File: src/rtl/lbu_pkg.sv
package lbu_pkg;

    localparam int BYTE_W   = 8;
    localparam int WORD_W   = 16;
    localparam int INSN_LEN = 3;
    localparam int N_WE     = 5;

    localparam int WE_A  = 0;
    localparam int WE_B  = 1;
    localparam int WE_X  = 2;
    localparam int WE_Y  = 3;
    localparam int WE_SP = 4;

    typedef enum logic [1:0] {
        OP_DEC = 2'b00,
        OP_TST = 2'b01,
        OP_INC = 2'b10,
        OP_BAD = 2'b11
    } op_e;

    typedef enum logic [2:0] {
        SEL_A   = 3'b000,
        SEL_B   = 3'b001,
        SEL_R2  = 3'b010,
        SEL_R3  = 3'b011,
        SEL_D   = 3'b100,
        SEL_X   = 3'b101,
        SEL_Y   = 3'b110,
        SEL_SP  = 3'b111
    } sel_e;

    typedef struct packed {
        op_e  op;
        logic on_nonzero;
        logic off_sign;
        sel_e sel;
        logic narrow;
        logic illegal;
    } dec_t;

    typedef struct packed {
        logic [BYTE_W-1:0] pb;
        logic [BYTE_W-1:0] off;
        logic [WORD_W-1:0] pc;
        logic [BYTE_W-1:0] a;
        logic [BYTE_W-1:0] b;
        logic [WORD_W-1:0] x;
        logic [WORD_W-1:0] y;
        logic [WORD_W-1:0] sp;
    } snap_t;

    function automatic dec_t decode_ctl(input logic [BYTE_W-1:0] pb);
        dec_t d;
        d.op         = op_e'(pb[7:6]);
        d.on_nonzero = pb[5];
        d.off_sign   = pb[4];
        d.sel        = sel_e'(pb[2:0]);
        d.narrow     = (d.sel == SEL_A) || (d.sel == SEL_B);
        d.illegal    = (d.op == OP_BAD) || (d.sel == SEL_R2) || (d.sel == SEL_R3);
        return d;
    endfunction

    function automatic logic [WORD_W-1:0] sext9(input logic sign, input logic [BYTE_W-1:0] lo);
        return {{(WORD_W-BYTE_W){sign}}, lo};
    endfunction

endpackage

File: src/rtl/lbu_decode.sv
module lbu_decode
    import lbu_pkg::*;
(
    input  logic [BYTE_W-1:0] ctl,
    output dec_t              dec
);
    always_comb begin
        dec = decode_ctl(ctl);
    end
endmodule

File: src/rtl/lbu_count.sv
module lbu_count
    import lbu_pkg::*;
(
    input  dec_t              dec,
    input  snap_t             snap,
    output logic              is_zero,
    output logic [N_WE-1:0]   we,
    output logic [BYTE_W-1:0] new_a,
    output logic [BYTE_W-1:0] new_b,
    output logic [WORD_W-1:0] new_w
);
    logic [WORD_W-1:0] operand;
    logic [WORD_W-1:0] result;

    always_comb begin
        unique case (dec.sel)
            SEL_A:   operand = {{(WORD_W-BYTE_W){1'b0}}, snap.a};
            SEL_B:   operand = {{(WORD_W-BYTE_W){1'b0}}, snap.b};
            SEL_D:   operand = {snap.a, snap.b};
            SEL_X:   operand = snap.x;
            SEL_Y:   operand = snap.y;
            SEL_SP:  operand = snap.sp;
            default: operand = '0;
        endcase
    end

    always_comb begin
        unique case (dec.op)
            OP_DEC:  result = operand - 1'b1;
            OP_INC:  result = operand + 1'b1;
            default: result = operand;
        endcase
        if (dec.narrow) begin
            result[WORD_W-1:BYTE_W] = '0;
        end
    end

    assign is_zero = (result == '0);

    always_comb begin
        we    = '0;
        new_a = '0;
        new_b = '0;
        new_w = '0;
        if (!dec.illegal && dec.op != OP_TST) begin
            unique case (dec.sel)
                SEL_A: begin
                    we[WE_A] = 1'b1;
                    new_a    = result[BYTE_W-1:0];
                end
                SEL_B: begin
                    we[WE_B] = 1'b1;
                    new_b    = result[BYTE_W-1:0];
                end
                SEL_D: begin
                    we[WE_A] = 1'b1;
                    we[WE_B] = 1'b1;
                    new_a    = result[WORD_W-1:BYTE_W];
                    new_b    = result[BYTE_W-1:0];
                end
                SEL_X: begin
                    we[WE_X] = 1'b1;
                    new_w    = result;
                end
                SEL_Y: begin
                    we[WE_Y] = 1'b1;
                    new_w    = result;
                end
                SEL_SP: begin
                    we[WE_SP] = 1'b1;
                    new_w     = result;
                end
                default: we = '0;
            endcase
        end
    end
endmodule

File: src/rtl/lbu_target.sv
module lbu_target
    import lbu_pkg::*;
(
    input  dec_t              dec,
    input  logic [BYTE_W-1:0] off_lo,
    input  logic [WORD_W-1:0] start_pc,
    input  logic              take,
    output logic [WORD_W-1:0] target
);
    logic [WORD_W-1:0] fall_through;

    assign fall_through = start_pc + WORD_W'(INSN_LEN);

    always_comb begin
        if (dec.illegal) begin
            target = start_pc;
        end else if (take) begin
            target = fall_through + sext9(dec.off_sign, off_lo);
        end else begin
            target = fall_through;
        end
    end
endmodule

File: src/rtl/loop_branch_unit.sv
module loop_branch_unit
    import lbu_pkg::*;
#(
    parameter int LATENCY = 3
) (
    input  logic        clk,
    input  logic        rst,
    input  logic        start,
    input  logic [7:0]  postbyte,
    input  logic [7:0]  offset_lo,
    input  logic [15:0] pc,
    input  logic [7:0]  reg_a,
    input  logic [7:0]  reg_b,
    input  logic [15:0] reg_x,
    input  logic [15:0] reg_y,
    input  logic [15:0] reg_sp,
    output logic        done,
    output logic        illegal,
    output logic        taken,
    output logic [15:0] next_pc,
    output logic [4:0]  wr_en,
    output logic [7:0]  wr_a,
    output logic [7:0]  wr_b,
    output logic [15:0] wr_w
);
    localparam int CNT_W = (LATENCY > 2) ? $clog2(LATENCY) : 1;
    localparam logic [CNT_W-1:0] LAST = CNT_W'(LATENCY - 1);

    snap_t              snap;
    logic               busy;
    logic [CNT_W-1:0]   cnt;
    logic               accept;
    logic               finish;

    dec_t               dec;
    logic               is_zero;
    logic               take;
    logic [N_WE-1:0]    we_c;
    logic [BYTE_W-1:0]  a_c;
    logic [BYTE_W-1:0]  b_c;
    logic [WORD_W-1:0]  w_c;
    logic [WORD_W-1:0]  tgt_c;

    assign accept = start && !busy;
    assign finish = busy && (cnt == LAST);

    always_ff @(posedge clk) begin
        if (rst) begin
            busy <= 1'b0;
            cnt  <= '0;
            snap <= '0;
        end else if (accept) begin
            busy <= 1'b1;
            cnt  <= '0;
            snap <= '{pb: postbyte, off: offset_lo, pc: pc, a: reg_a,
                      b: reg_b, x: reg_x, y: reg_y, sp: reg_sp};
        end else if (finish) begin
            busy <= 1'b0;
            cnt  <= '0;
        end else if (busy) begin
            cnt  <= cnt + 1'b1;
        end
    end

    lbu_decode u_dec (
        .ctl (snap.pb),
        .dec (dec)
    );

    lbu_count u_cnt (
        .dec     (dec),
        .snap    (snap),
        .is_zero (is_zero),
        .we      (we_c),
        .new_a   (a_c),
        .new_b   (b_c),
        .new_w   (w_c)
    );

    assign take = !dec.illegal && (dec.on_nonzero ? !is_zero : is_zero);

    lbu_target u_tgt (
        .dec      (dec),
        .off_lo   (snap.off),
        .start_pc (snap.pc),
        .take     (take),
        .target   (tgt_c)
    );

    always_ff @(posedge clk) begin
        if (rst) begin
            done    <= 1'b0;
            illegal <= 1'b0;
            taken   <= 1'b0;
            next_pc <= '0;
            wr_en   <= '0;
            wr_a    <= '0;
            wr_b    <= '0;
            wr_w    <= '0;
        end else if (finish) begin
            done    <= 1'b1;
            illegal <= dec.illegal;
            taken   <= take;
            next_pc <= tgt_c;
            wr_en   <= we_c;
            wr_a    <= a_c;
            wr_b    <= b_c;
            wr_w    <= w_c;
        end else begin
            done    <= 1'b0;
            illegal <= 1'b0;
            wr_en   <= '0;
        end
    end

    AST_DONE_PULSE: assert property (@(posedge clk) disable iff (rst)
        done |=> !done);
    AST_DONE_FROM_BUSY: assert property (@(posedge clk) disable iff (rst)
        $rose(done) |-> $past(busy));
    AST_WR_WITH_DONE: assert property (@(posedge clk) disable iff (rst)
        (wr_en != '0 || illegal) |-> done);
    AST_WR_SHAPE: assert property (@(posedge clk) disable iff (rst)
        $countones(wr_en) <= 2 && (wr_en[WE_B] || !wr_en[WE_A] || $countones(wr_en) == 1 || wr_en[WE_B]));
    AST_PAIR_ONLY_AB: assert property (@(posedge clk) disable iff (rst)
        ($countones(wr_en) == 2) |-> (wr_en[WE_A] && wr_en[WE_B]));
    AST_ILLEGAL_QUIET: assert property (@(posedge clk) disable iff (rst)
        illegal |-> (wr_en == '0 && !taken && next_pc == snap.pc));
    AST_BUSY_HOLD: assert property (@(posedge clk) disable iff (rst)
        (busy && !finish) |=> $stable(snap));
    AST_NO_EARLY_RESTART: assert property (@(posedge clk) disable iff (rst)
        (busy && !finish) |=> busy);

endmodule

File: config.mk
export PLATFORM = sky130hd
export DESIGN_NAME = loop_branch_unit
export DESIGN_NICKNAME = d
export VERILOG_FILES = /design/src/rtl/lbu_pkg.sv /design/src/rtl/lbu_decode.sv /design/src/rtl/lbu_count.sv /design/src/rtl/lbu_target.sv /design/src/rtl/loop_branch_unit.sv
export SDC_FILE = /design/constraint.sdc
export NUM_CORES = 1
export LEC_CHECK = 0
export BUFFER_PORTS_ARGS = -buffer_cell sky130_fd_sc_hd__buf_2
export CORE_ASPECT_RATIO = 0.8
export CORE_MARGIN = 2
export CORE_UTILIZATION = 35
export DETAILED_ROUTE_END_ITERATION = 8
export PLACE_DENSITY = 0.62
export REMOVE_ABC_BUFFERS = 1
export SYNTH_ARGS = -nofsm -noshare
export SYNTH_HDL_FRONTEND = slang
export SYNTH_SLANG_ARGS = --single-unit
File: constraint.sdc
create_clock -name clk -period 5.9 [get_ports clk]
set_clock_uncertainty 0.05 [all_clocks]
set_input_delay 1.475 -clock clk [delete_from_list [all_inputs] [get_ports clk]]
set_output_delay 1.475 -clock clk [all_outputs]
set_load 0.01 [all_outputs]
== Yosys cells after proc, flatten, opt, wreduce, memory -nomap -nowiden ==
Index checks and enable logic that the tools add are counted.
Cells by class
  add/sub/neg operators: 5
  $mul: 0
  divide/modulo/power cells: 0
  $lt $le $gt $ge: 0
  equal/unequal tests: 11
  shift operators: 0
  muxes and demuxes: 20
  bitwise operators: 2
  reductions and logical operators: 20
Operators by type and width (count)
  $pmux W16 S6: 1
  $mux W16: 4
  $mux W8: 4
  $pmux W16 S2: 1
  $add A16 B1 Y16 const B: 1
  $add A16 B16 Y16: 1
  $add A16 B2 Y16 const B: 1
  $logic_not A16 Y1: 1
  $pmux W8 S2: 1
  $sub A16 B1 Y16 const B: 1
  $eq A3 B3 Y1 const B: 4
  $mux W1: 9
  $reduce_or A3 Y1: 3
  $eq A2 B2 Y1 const B: 3
  $eq A3 B2 Y1 const B: 2
  $reduce_or A2 Y1: 3
  $logic_and A1 B1 Y1: 4
  $eq A3 B1 Y1 const B: 1
  $logic_not A1 Y1: 3
  $logic_not A3 Y1: 1
  $logic_or A1 B1 Y1: 3
  $add A2 B1 Y2 const B: 1
  $logic_not A2 Y1: 1
  $ne A2 B1 Y1 const B: 1
  2 further kinds: 3
Word-level totals
  register bits: 155
  latch bits: 0
  bits in writable memories: 0
  bits in read-only memories: 0
  output and inout bits: 56
  logic and storage cells: 76
  memories: 0

== Depth between registers and ports, before layout ==
Gate-level depths: netlist of run 1.
  word-level depth: 11
  depth in mapped cells: 21

== Modules after synthesis ==
A second synthesis of run 1 with hierarchy kept.
Unflattened totals
  cell total of the unflattened synthesis: 1057
  area total of the unflattened synthesis: 8913.5 um2
By module, submodules not included
  loop_branch_unit: instances 1, cells an instance 557, area an instance 5312.6 um2
  lbu_count: instances 1, cells an instance 274, area an instance 2057.0 um2
  lbu_target: instances 1, cells an instance 215, area an instance 1471.4 um2
  lbu_decode: instances 1, cells an instance 11, area an instance 72.6 um2

== Worst setup path after synthesis of run 1 ==
OpenSTA, ideal clock, no wires.
  path kind: register to register
  start: register, netlist name snap[88]
  end: register next_pc[8]
  setup time: 121 ps
  arrival: 4812 ps
  required time: 5729 ps
  setup slack: 916 ps
  stages on the path, launching flop included: 21
  buffers on the path: 5
  clock period less this slack: 4984 ps
  cells stage by stage: dfxtp_1 > buf_6 > buf_2 > buf_1 > mux4_2 > nand2_1 > inv_1 > ha_1 > clkbuf_1 > and4_1 > a21oi_1 > o21ai_0 > a21bo_2 > or3_1 > a221o_1 > a22o_1 > or4_1 > buf_2 > a32o_1 > a311oi_2 > o21ai_1
On the way
  longest elaborated chain between the ends: 11
  elaborated cells between the ends (all ways): 23
  classes of those cells: 2 x add/sub; 7 x eq/ne; 6 x mux; 8 x reduce/logical
Ends and longest elaborated chain
  $eq A3 B3 Y1, or another cell as far along: RTL line lbu_count.sv:16  | unique case (dec.sel)
  $pmux W16 S6: RTL line lbu_count.sv:16
  $add A16 B1 Y16 or $sub A16 B1 Y16 (tied branches): RTL line lbu_count.sv:30, lbu_count.sv:29
  $pmux W16 S2: RTL line lbu_count.sv:28  | unique case (dec.op)
  $mux W8: RTL line lbu_count.sv:33  | if (dec.narrow) begin
  $logic_not A16 Y1: RTL line lbu_count.sv:38  | assign is_zero = (result == '0);
  $logic_not A1 Y1: RTL line loop_branch_unit.sv:80  | assign take = !dec.illegal && (dec.on_nonzero ? !is_zero : is_zero);
  $mux W1: RTL line loop_branch_unit.sv:80
  $logic_and A1 B1 Y1: RTL line loop_branch_unit.sv:80
  $mux W16: RTL line lbu_target.sv:17  | end else if (take) begin
  $mux W16 (*): RTL line lbu_target.sv:15  | if (dec.illegal) begin
  end signal: assignment: RTL line loop_branch_unit.sv:104  | next_pc <= tgt_c;
  end: declaration: RTL line loop_branch_unit.sv:20  | output logic [15:0] next_pc,
Every way passes the cells marked *; elsewhere a longest branch is shown, timed or not.
A chain may end at the register's enable or synchronous reset.

== Worst setup path in the final report of run 1 ==
  start: register, netlist name snap[90]
  end: register next_pc[7]
On the way
  longest elaborated chain between the ends: 11
  elaborated cells between the ends (all ways): 23
  classes of those cells: 2 x add/sub; 7 x eq/ne; 6 x mux; 8 x reduce/logical
Ends and longest elaborated chain (RTL line)
  $eq A3 B3 Y1, or another cell as far along: lbu_count.sv:16
  $pmux W16 S6: lbu_count.sv:16
  $add A16 B1 Y16 or $sub A16 B1 Y16 (tied branches): lbu_count.sv:30, lbu_count.sv:29
  $pmux W16 S2: lbu_count.sv:28
  $mux W8: lbu_count.sv:33
  $logic_not A16 Y1: lbu_count.sv:38
  $logic_not A1 Y1: loop_branch_unit.sv:80
  $mux W1: loop_branch_unit.sv:80
  $logic_and A1 B1 Y1: loop_branch_unit.sv:80
  $mux W16: lbu_target.sv:17
  $mux W16 (*): lbu_target.sv:15
Marked as above.

==> impl_metrics.csv, run 1 <==
group,metric,value,unit
placed_design,port-buffer-count,153,
critical_path,worstPathArrival,5.63,ns
synth,synthesis.instances,1032,
critical_path,critical_path_class,"flip-flop to flip-flop",
critical_path,ff2ff_path_depth,16,
finish,area_growth_syn_to_layout,19.9,%
critical_path,path_common_cell,"sky130_fd_sc_hd__o21a_1",
clock_tree,clk_transition_reported_paths,0.07,ns
critical_path,worst-endpoint-required,6.11,ns
floorplan,core_region_area,23200,um2
power_and_ir_drop,sequentialPowerShare,41.5,%
routing,routed_wl,24500,um
floorplan,die_w,175,um
critical_path,timing.reg2reg.setup_slack,0.48,ns
synth,synth.cell_area,8210,um2
finish,fillerInstances,2441,
placed_design,post-place-cells,1455,
critical_path,worstSetupStartpointType,"flip-flop",
power_and_ir_drop,total_switching_power,0.000825,W
power_and_ir_drop,p_per_area,274,nW/um2
timing,relSlewSlack,26.1,%
routing,drc,0,
finish,mostFrequentLayoutCells,"sky130_fd_sc_hd__nand2_1 (261), sky130_fd_sc_hd__dfxtp_1 (153), sky130_fd_sc_hd__buf_2 (152)",
timing,timing_worst_slew_pin_value,1.10,ns
synth,netlist.top_cell.by_area,"sky130_fd_sc_hd__dfxtp_1",
clock_tree,clockBufferDepth,2,
floorplan,io_pins,155,
synth,ys_dominant_reg_cell,"sky130_fd_sc_hd__dfxtp_1",
clock_tree,cts.sink_count,154,
synth,ys_warn_count,0,
timing,fin_crit_sh,91.9,%
min_path,min_path_cells,2,
timing,hold_viol_final,0,
floorplan,dieHeight,141,um
finish,most_common_library_cell_in_the_layout_ignoring_fill_and_taps,"sky130_fd_sc_hd__nand2_1",
synth,number_of_flip_flops_and_latches_in_the_synthesized_netlist,154,
timing,slew_viol_final,0,
global_routing,grt_use_met2,28.7,%
finish,design.final.nets,1294,
routing,routed_wire_length_per_instance,16.5,um
global_routing,grt_pass1_vias,7119,
global_routing,grt_remaining_overflow,0,
synth,synth_sequential_area_ratio,37.6,%
floorplan,start_util,35.4,%
min_path,hp-class,"flip-flop to flip-flop",
power_and_ir_drop,power.clock.fraction,39.1,%
timing,post-route-min-period,5.42,ns
synth,synth_edf_count,0,
placed_design,place.detailed.hpwl,17800,um
synth,synthDominantCellAreaShare,37.6,%
floorplan,floorplan.rows,50,
min_path,worst_hold_startpoint,"snap[45]",
routing,drt_pass1_iterations,5,
global_routing,gr-usage-all-layers,19.7,%
synth,synthArstFlopShare,0,%
power_and_ir_drop,power.combinational.fraction,19.4,%
critical_path,slowest_stage,"sky130_fd_sc_hd__or4_1",
timing,setup_tns,0,ns
critical_path,crit_path_cell_trace,"xor2_2, buf_4, a22oi_1, o211ai_1, ha_1, nor2b_1, o21a_1, o21a_1, o31ai_1, or4b_1, and4bb_1, nand3_1, or4_1, nand2_4, a2bb2oi_1, a41oi_1",
finish,drive_above_1_share,19.8,%
clock_tree,clock_root_buffer,"sky130_fd_sc_hd__clkbuf_16",
routing,via_count,7781,
clock_tree,insertion_delay_to_the_later_sink_of_the_worst_skew_pair,0.42,ns
job,timing.max_cap.violations,0,
timing,clock.fmax,0.184,GHz
power_and_ir_drop,netSwitchingFraction,30.6,%
placed_design,gpl.final_weighted_congestion,0.933,
timing,rsz0062_at_grt,"no",
clock_tree,cts_made_buffers,17,
global_routing,antenna_found_initial,0,
power_and_ir_drop,vdd_ir_drop_max,0.203,mV
power_and_ir_drop,static_leakage,4.23,nW
floorplan,fp.dieArea,24700,um2
synth,netlist-cell-type-count,76,
critical_path,cp.buffers_inverters,1,
timing,finalSetupViolations,0,
critical_path,worstPathMaxFanout,14,
critical_path,path_delay_family,"simple AND/OR/NAND/NOR gates",
routing,route.antenna.remaining_nets,0,
critical_path,end_kind,"flip-flop",
global_routing,grt.met3_usage,3.10,%
critical_path,critical_path.reg2reg.endpoint,"next_pc[7]",
power_and_ir_drop,internal-power,0.00187,W
outcome,run_status,"finished clean",
global_routing,globalRoute.busiestLayer,"met1",
clock_tree,tritoncts,"yes",
critical_path,worst_path_largest_cell_delay,0.80,ns
synth,syn_avg_cell_area,7.95,um2
global_routing,grt_first_pass_wirelength,38800,um
global_routing,pin_count_of_the_biggest_net_entering_global_routing,74,
min_path,min_delay_worst_endpoint,"snap[45]",
routing,detailedRoute.firstIterationViolations,541,
global_routing,gr-usage-met1,30.5,%
synth,netlist_top_cells_area,"sky130_fd_sc_hd__dfxtp_1 (38%), sky130_fd_sc_hd__nand2_1 (12%), sky130_fd_sc_hd__a21oi_1 (7.6%), sky130_fd_sc_hd__ha_1 (4.7%), sky130_fd_sc_hd__xnor2_1 (2.6%)",
clock_tree,cts_h_tree_lvls,4,
finish,antenna-diode-count,0,
finish,final_standard_cell_count_with_taps_included_and_fillers_excluded,1487,
critical_path,crit-reg2reg-launch,"snap[90]",
routing,route.detailed.vias_per_inst,5.23,
## area by class of cell
class                      count  area [um2]  area share, %
clock buffer                  20         437           4.44
multi-input combinational    787        4780           48.5
timing repair buffer         175         933           9.49
inverter                      27         101           1.03
sequential                   154        3080           31.3
clock inverter                12         118           1.20
tap                          312         390           3.97
## how the worst max path moves through the flow
stage / start / endpoint / slack (ns) / cells after the start
after floorplan: snap[94] / next_pc[8] / 0.86 / 15
after global placement: snap[89] / next_pc[7] / 0.53 / 16
after detailed placement: snap[89] / next_pc[7] / 0.49 / 16
after CTS: snap[89] / next_pc[7] / 0.45 / 16
after global routing: snap[90] / next_pc[7] / 0.14 / 16
final: snap[90] / next_pc[7] / 0.48 / 16
## tightest hold or removal path: cells and delay by family, from the launching register on
family	cells	cell delay (ns)
flip-flops	1	0.31
AND/OR/NAND/NOR	1	0.05
AO/OA/AOI/OAI	1	0.05
## cells in the mapped netlist (10+ instances only)
master / n
sky130_fd_sc_hd__a21o_1: 10
sky130_fd_sc_hd__a21oi_1: 124
sky130_fd_sc_hd__a22o_1: 18
sky130_fd_sc_hd__a22oi_1: 15
sky130_fd_sc_hd__and3_1: 10
sky130_fd_sc_hd__clkbuf_1: 51
sky130_fd_sc_hd__dfxtp_1: 154
sky130_fd_sc_hd__ha_1: 31
sky130_fd_sc_hd__inv_1: 25
sky130_fd_sc_hd__mux2i_1: 19
sky130_fd_sc_hd__nand2_1: 261
sky130_fd_sc_hd__nand3_1: 20
sky130_fd_sc_hd__nor2_1: 33
sky130_fd_sc_hd__nor2b_1: 10
sky130_fd_sc_hd__nor3_1: 11
sky130_fd_sc_hd__o21ai_0: 41
sky130_fd_sc_hd__o21ai_1: 13
sky130_fd_sc_hd__xnor2_1: 24
## logic make-up after synthesis
group                    Yosys count  synth area share, %
AO/OA/AOI/OAI                    302                 23.6
XOR/XNOR                          33                 3.61
adder cells (fa/ha/maj)           33                 5.21
buffers and inverters             91                 4.42
flip-flops                       154                 37.6
multiplexers                      29                 4.79
AND/OR/NAND/NOR                  390                 20.8
## state kept, by name (all words and copies together), names as in the netlist
name,cells
snap,95
next_pc,16
taken,1
wr_b,8
done,1
illegal,1
busy,1
wr_w,16
cnt,2
wr_a,8
wr_en,5
## layer usage
| layer | vias up | wire (um) | part of all wire (%) |
|---|---|---|---|
| met3 | 15 | 1250 | 5.1 |
| met5 | - | 0 | 0 |
| met2 | 231 | 10200 | 41 |
| met4 | 0 | 184 | 0.75 |
| li1 | 3915 | - | - |
| met1 | 3620 | 12900 | 53 |
## power groups by stage
| stage | clock [W] | sequential [W] | combinational, W |
|---|---|---|---|
| after floorplan | 0 | 0.00114 | 0.000337 |
| after global placement | 0 | 0.00114 | 0.000512 |
| after detailed placement | 0 | 0.00114 | 0.000516 |
| after CTS | 0.00108 | 0.00112 | 0.000519 |
| after global routing | 0.00112 | 0.00113 | 0.000582 |
| final | 0.00106 | 0.00112 | 0.000523 |
## metrics by stage
stage	setup WS, ns	hold slack (ns)	area [um2]	power (W)	util, %
finish	0.477	0.402	9840	0.00270	42.4
global route	0.143	0.415	9840	0.00283	42.4
CTS	0.447	0.405	9840	0.00271	42.4
detailed placement	0.488	0.391	9290	0.00166	40.0
global placement	0.530	0.389	9290	0.00165	40.0
floorplan	0.861	0.376	7940	0.00148	-
## timing repair
action,CTS,global route
gates resized for setup,0,1
hold buffers,0,0
buffers inserted,0,0
endpoints found under the setup margin,0,1
(Power assumes the default switching activity.)
==> run 2: changes to the inputs <==
--- a/config.mk
+++ b/config.mk
@@ -11,7 +11,8 @@
 export CORE_UTILIZATION = 35
 export DETAILED_ROUTE_END_ITERATION = 8
-export PLACE_DENSITY = 0.62
+export PLACE_DENSITY = 0.61
 export REMOVE_ABC_BUFFERS = 1
 export SYNTH_ARGS = -nofsm -noshare
 export SYNTH_HDL_FRONTEND = slang
+export SYNTH_HIERARCHICAL = 1
 export SYNTH_SLANG_ARGS = --single-unit
==> constraint.sdc (replaced) <==
create_clock -name clk -period 5.9 [get_ports clk]
set_clock_uncertainty 0.05 [all_clocks]
set_input_delay 0.885 -clock clk [delete_from_list [all_inputs] [get_ports clk]]
set_output_delay 0.885 -clock clk [all_outputs]
set_load 0.01 [all_outputs]
==> run 2 against run 1 <==
Against the previous run: critical path depth increased by 5; sequential share of layout area decreased by 1.6 points; highest routed layer unchanged; count of clock-buffer cells in the layout decreased by 3; sequential cell count unchanged.
==> impl_metrics.csv, run 2 <==
group,metric,value,unit
critical_path,end_kind,"flip-flop",
timing,hold_viol_final,0,
clock_tree,cts_post_setup_buffers_inserted,0,
clock_tree,cts_hold_repair.buffers,0,
routing,drt_pass1_iterations,5,
floorplan,start_util,35.4,%
timing,fin_crit_sh,93.2,%
finish,drive_above_1_share,26.0,%
power_and_ir_drop,p_per_area,270,nW/um2
critical_path,worstSetupEndpoint,"next_pc[7]",
critical_path,worstPathMaxFanout,19,
critical_path,worst-endpoint-required,6.16,ns
floorplan,io_pins,155,
floorplan,dieHeight,146,um
finish,most_common_library_cell_in_the_layout_ignoring_fill_and_taps,"sky130_fd_sc_hd__nand2_1",
critical_path,critical_path.reg2reg.endpoint,"next_pc[7]",
placed_design,dpl_cell_area,9770,um2
clock_tree,clk_transition_reported_paths,0.08,ns
floorplan,die_w,182,um
critical_path,worstPathArrival,5.76,ns
finish,final_cell_area,10400,um2
outcome,run_status,"finished clean",
finish,design.final.nets,1304,
routing,drc,0,
timing,finalSetupViolations,0,
clock_tree,post_cts_resize_count,0,
timing,slew_viol_final,0,
global_routing,pin_count_of_the_biggest_net_entering_global_routing,98,
routing,detailedRoute.firstIterationViolations,573,
critical_path,ff2ff_path_depth,21,
synth,synth.cell_area,8880,um2
floorplan,core_region_area,25100,um2
clock_tree,insertion_delay_to_the_later_sink_of_the_worst_skew_pair,0.43,ns
min_path,hp-class,"flip-flop to flip-flop",
placed_design,place.detailed.hpwl,17500,um
finish,area_growth_syn_to_layout,16.8,%
timing,fin_worst_hold_slack,0.405,ns
synth,ys_warn_count,6,
routing,routed_wl,24500,um
clock_tree,tritoncts,"yes",
global_routing,grt_pass1_vias,7383,
global_routing,grt_remaining_overflow,0,
placed_design,post-place-cells,1474,
finish,biggestRegsByFlops,"snap: 95 flops, next_pc: 16 flops, wr_w: 16 flops",
synth,syn_avg_cell_area,8.43,um2
finish,antenna-diode-count,0,
global_routing,antenna_found_initial,0,
timing,setup_tns,0,ns
finish,mostFrequentLayoutCells,"sky130_fd_sc_hd__nand2_1 (206), sky130_fd_sc_hd__dfxtp_1 (153), sky130_fd_sc_hd__buf_2 (152)",
critical_path,critical_path_class,"flip-flop to flip-flop",
placed_design,gpl.final_weighted_congestion,0.863,
clock_tree,cts.sink_count,154,
global_routing,grt_first_pass_wirelength,38900,um
power_and_ir_drop,total_power,0.00280,W
power_and_ir_drop,static_leakage,4.37,nW
routing,via_count,7864,
timing,timing_worst_slew_pin_value,1.19,ns
finish,fillerInstances,2642,
critical_path,crit-reg2reg-launch,"snap[88]",
finish,multi_input_area,5280,um2
finish,registers.top_by_ff_count,"snap",
power_and_ir_drop,vdd_ir_drop_max,0.188,mV
finish,largest_register_ffs,95,
global_routing,gr-usage-all-layers,18.4,%
job,timing.max_cap.violations,0,
clock_tree,clock_root_buffer,"sky130_fd_sc_hd__clkbuf_16",
floorplan,fp.dieArea,26700,um2
clock_tree,clockBufferDepth,2,
finish,seq_area,3080,um2
routing,route.detailed.vias_per_inst,5.22,
critical_path,timing.reg2reg.setup_slack,0.40,ns
floorplan,floorplan.rows,52,
timing,clock.fmax,0.182,GHz
routing,route.antenna.remaining_nets,0,
finish,final_standard_cell_count_with_taps_included_and_fillers_excluded,1506,
clock_tree,cts_h_tree_lvls,4,
synth,synthesis.instances,1053,
critical_path,setup.worst_path.start,"snap[88]",
placed_design,port-buffer-count,153,
timing,post-route-min-period,5.50,ns
timing,relSlewSlack,21.0,%
critical_path,worstSetupStartpointType,"flip-flop",
timing,rsz0062_at_grt,"no",
routing,routed_wire_length_per_instance,16.3,um
clock_tree,cts_made_buffers,17,
[run 2: stage by stage]
step	setup slack, ns	utilization (%)
after floorplan	-0.740	-
after global placement	0.557	38.9
after detailed placement	0.495	38.9
after CTS	0.469	41.3
after global routing	0.0542	41.3
final	0.403	41.3
[run 2: layout make-up]
| cell class | instances | share of cell area (%) |
|---|---|---|
| clock inverter | 15 | 1.66 |
| sequential | 154 | 29.7 |
| timing repair buffer | 173 | 8.86 |
| inverter | 24 | 0.869 |
| multi-input combinational | 799 | 50.9 |
| clock buffer | 17 | 4.10 |
| tap | 324 | 3.91 |
[run 2: where the power goes]
part	total (W)	internal, W	switching, W
Combinational	0.000557	0.000222	0.000335
Clock	0.00113	0.000609	0.000517
Sequential	0.00112	0.00108	0.0000364
Total	0.00280	0.00191	0.000889
[run 2: layer usage]
metal | vias to the layer above | routed length (um) | GRT usage [%]
met1 | 3677 | 12800 | 27.6
met3 | 24 | 1190 | 3.17
li1 | 3947 | - | -
met4 | 0 | 359 | 5.48
met5 | - | 0 | 0
met2 | 216 | 10200 | 26.5
[run 2: how the worst min path moves through the flow]
stage / startpoint / to / slack (ns) / cells after the start
2_1_floorplan: snap[4] / snap[4] / 0.38 / 2
3_3_place_gp: snap[31] / snap[31] / 0.39 / 2
3_5_place_dp: snap[31] / snap[31] / 0.40 / 2
4_1_cts: snap[31] / snap[31] / 0.41 / 2
5_1_grt: snap[6] / snap[6] / 0.42 / 2
6_report: snap[6] / snap[6] / 0.40 / 2
[run 2: worst max-delay path, stage by stage (launching register included)]
cell and delay [ns]:
sky130_fd_sc_hd__dfxtp_2 0.43, sky130_fd_sc_hd__buf_4 0.31, sky130_fd_sc_hd__mux4_2 0.53, sky130_fd_sc_hd__and2_1 0.20, sky130_fd_sc_hd__ha_1 0.36, sky130_fd_sc_hd__and3_1 0.18, sky130_fd_sc_hd__a221oi_1 0.44, sky130_fd_sc_hd__inv_1 0.16
sky130_fd_sc_hd__a211oi_1 0.32, sky130_fd_sc_hd__nor4_1 0.10, sky130_fd_sc_hd__a221oi_2 0.37, sky130_fd_sc_hd__nor3b_2 0.24, sky130_fd_sc_hd__nand4_1 0.13, sky130_fd_sc_hd__nor3_2 0.24, sky130_fd_sc_hd__xnor2_1 0.08, sky130_fd_sc_hd__nor2_1 0.12
sky130_fd_sc_hd__buf_4 0.19, sky130_fd_sc_hd__buf_4 0.25, sky130_fd_sc_hd__nor2_1 0.08, sky130_fd_sc_hd__o21ai_0 0.19, sky130_fd_sc_hd__o221ai_1 0.18, sky130_fd_sc_hd__a22o_1 0.22
==> run 3: changes to the inputs <==
Settings changed: ABC_AREA from default to 1, TNS_END_PERCENT from default to 30.
==> run 3 against run 2 <==
Against the previous run: die area increased by 0.80%; non-clock buffer count decreased by 9; global-route usage increased by 1.3 points; sequential share of layout area decreased by 0.14 points; critical path type unchanged; clock power about the same; setup slack improved by 0.61 ns; via count increased by 10%.
==> impl_metrics.csv, run 3 <==
group,metric,value,unit
outcome,run_status,"finished clean",
timing,relSlewSlack,39.2,%
critical_path,worst_path_largest_cell_delay,0.63,ns
timing,fin_crit_sh,82.9,%
synth,ys_warn_count,6,
timing,slew_viol_final,0,
routing,maxUsedRoutingLayer,"met4",
power_and_ir_drop,vdd_ir_drop_max,0.189,mV
critical_path,path_common_cell,"sky130_fd_sc_hd__nand2_1",
power_and_ir_drop,total_switching_power,0.00100,W
finish,area_growth_syn_to_layout,16.3,%
routing,route.antenna.remaining_nets,0,
power_and_ir_drop,p_per_area,286,nW/um2
critical_path,timing.reg2reg.setup_slack,1.01,ns
power_and_ir_drop,power.clock.fraction,38.9,%
routing,routed_wire_length_per_instance,14.3,um
routing,detailedRoute.firstIterationViolations,562,
power_and_ir_drop,sequentialPowerShare,38.2,%
floorplan,fp.dieArea,26900,um2
critical_path,slowest_stage,"sky130_fd_sc_hd__dfxtp_1",
timing,setup_tns,0,ns
finish,registers.top_by_ff_count,"snap",
critical_path,worstSetupStartpointType,"flip-flop",
timing,post-route-min-period,4.89,ns
finish,design.final.nets,1619,
timing,finalSetupViolations,0,
critical_path,critical_path_class,"flip-flop to flip-flop",
finish,biggestRegsByFlops,"snap: 95 flops, next_pc: 16 flops, wr_w: 16 flops",
routing,route.met3.wl,1370,um
critical_path,worst-endpoint-required,6.22,ns
timing,clock.fmax,0.204,GHz
placed_design,port-buffer-count,153,
finish,drive_above_1_share,17.7,%
power_and_ir_drop,internal-power,0.00198,W
routing,route.detailed.vias_per_inst,4.75,
timing,fin_worst_hold_slack,0.391,ns
clock_tree,tritoncts,"yes",
clock_tree,cts_made_buffers,17,
routing,drt_pass1_iterations,4,
finish,largest_register_ffs,95,
floorplan,dieHeight,147,um
floorplan,io_pins,155,
global_routing,pin_count_of_the_biggest_net_entering_global_routing,98,
clock_tree,cts_post_setup_buffers_inserted,0,
synth,syn_avg_cell_area,6.56,um2
clock_tree,post_cts_resize_count,0,
clock_tree,insertion_delay_to_the_later_sink_of_the_worst_skew_pair,0.43,ns
finish,antenna-diode-count,0,
routing,met1Wirelength,14400,um
critical_path,worstPathArrival,5.21,ns
power_and_ir_drop,static_leakage,5.32,nW
global_routing,grt_remaining_overflow,0,
synth,synth.cell_area,8950,um2
timing,hold_viol_final,0,
floorplan,core_region_area,25200,um2
power_and_ir_drop,netSwitchingFraction,33.6,%
clock_tree,cts_hold_repair.buffers,0,
timing,timing_worst_slew_pin_value,0.911,ns
critical_path,end_kind,"flip-flop",
timing,rsz0062_at_grt,"no",
finish,most_common_library_cell_in_the_layout_ignoring_fill_and_taps,"sky130_fd_sc_hd__nand2_1",
clock_tree,cts_h_tree_lvls,4,
routing,met2_wirelength,10100,um
clock_tree,clock_root_buffer,"sky130_fd_sc_hd__clkbuf_16",
floorplan,start_util,35.5,%
clock_tree,clk_transition_reported_paths,0.07,ns
clock_tree,clockBufferDepth,2,
power_and_ir_drop,power.combinational.fraction,22.9,%
synth,synthesis.instances,1365,
global_routing,grt_first_pass_wirelength,42100,um
routing,drc,0,
finish,mostFrequentLayoutCells,"sky130_fd_sc_hd__nand2_1 (372), sky130_fd_sc_hd__nor2_1 (275), sky130_fd_sc_hd__dfxtp_1 (154)",
global_routing,antenna_found_initial,0,
floorplan,die_w,183,um
clock_tree,cts.sink_count,154,
routing,routed_wl,26000,um
global_routing,gr-usage-all-layers,19.7,%
placed_design,gpl.final_weighted_congestion,0.894,
global_routing,grt_pass1_vias,7915,
min_path,hp-class,"flip-flop to flip-flop",
placed_design,place.detailed.hpwl,19500,um
job,timing.max_cap.violations,0,
floorplan,floorplan.rows,52,
critical_path,worstPathMaxFanout,14,
routing,via_count,8658,
==> run 3: per-stage QoR <==
step	std cells	instance area (um2)	power (W)	util (%)	setup slack, ns
finish	1821	10400	0.00298	41.3	1.01
global route	1821	10400	0.00315	41.3	0.603
CTS	1821	10400	0.00301	41.3	1.14
detailed placement	1789	9790	0.00184	38.8	1.17
global placement	1789	9790	0.00183	38.8	1.23
floorplan	1301	8530	0.00163	-	1.56
==> run 3: power groups by stage <==
stage / clock [W] / sequential [W] / combinational, W
6_report: 0.00116 / 0.00114 / 0.000683
5_1_grt: 0.00123 / 0.00115 / 0.000778
4_1_cts: 0.00119 / 0.00114 / 0.000678
3_5_place_dp: 0 / 0.00116 / 0.000674
3_3_place_gp: 0 / 0.00116 / 0.000669
2_1_floorplan: 0 / 0.00115 / 0.000481
==> run 3: worst paths after layout <==
check	start	to	cells after the start
worst max-delay path	snap[90]	next_pc[6]	28
worst min-delay path	wr_w[12]	wr_w[12]	2
worst max register to register	snap[90]	next_pc[6]	28
worst min register to register	wr_w[12]	wr_w[12]	2
==> run 3: final cells by class <==
class	count	area [um2]
Timing Repair Buffer	164	848
Fill cell	2760	14800
Clock buffer	17	425
Inverter	101	382
Tap cell	324	405
Sequential cell	154	3080
Multi-Input combinational cell	1046	5070
Clock inverter	15	198
==> run 3: worst max-delay path: cells and delay by family (launching register included) <==
family | cells | cell delay (ns)
DFF | 1 | 0.63
AOI/OAI and AO/OA | 5 | 0.78
and+or+nand+nor | 20 | 2.78
adders and majority gates | 1 | 0.20
buffers and inverters | 2 | 0.36
==> run 3: routing by layer <==
| layer | vias up | track usage [%] |
|---|---|---|
| li1 | 4563 | - |
| met1 | 3856 | 31.3 |
| met2 | 227 | 27.8 |
| met3 | 12 | 3.07 |
| met4 | 0 | 3.72 |
| met5 | - | 0 |
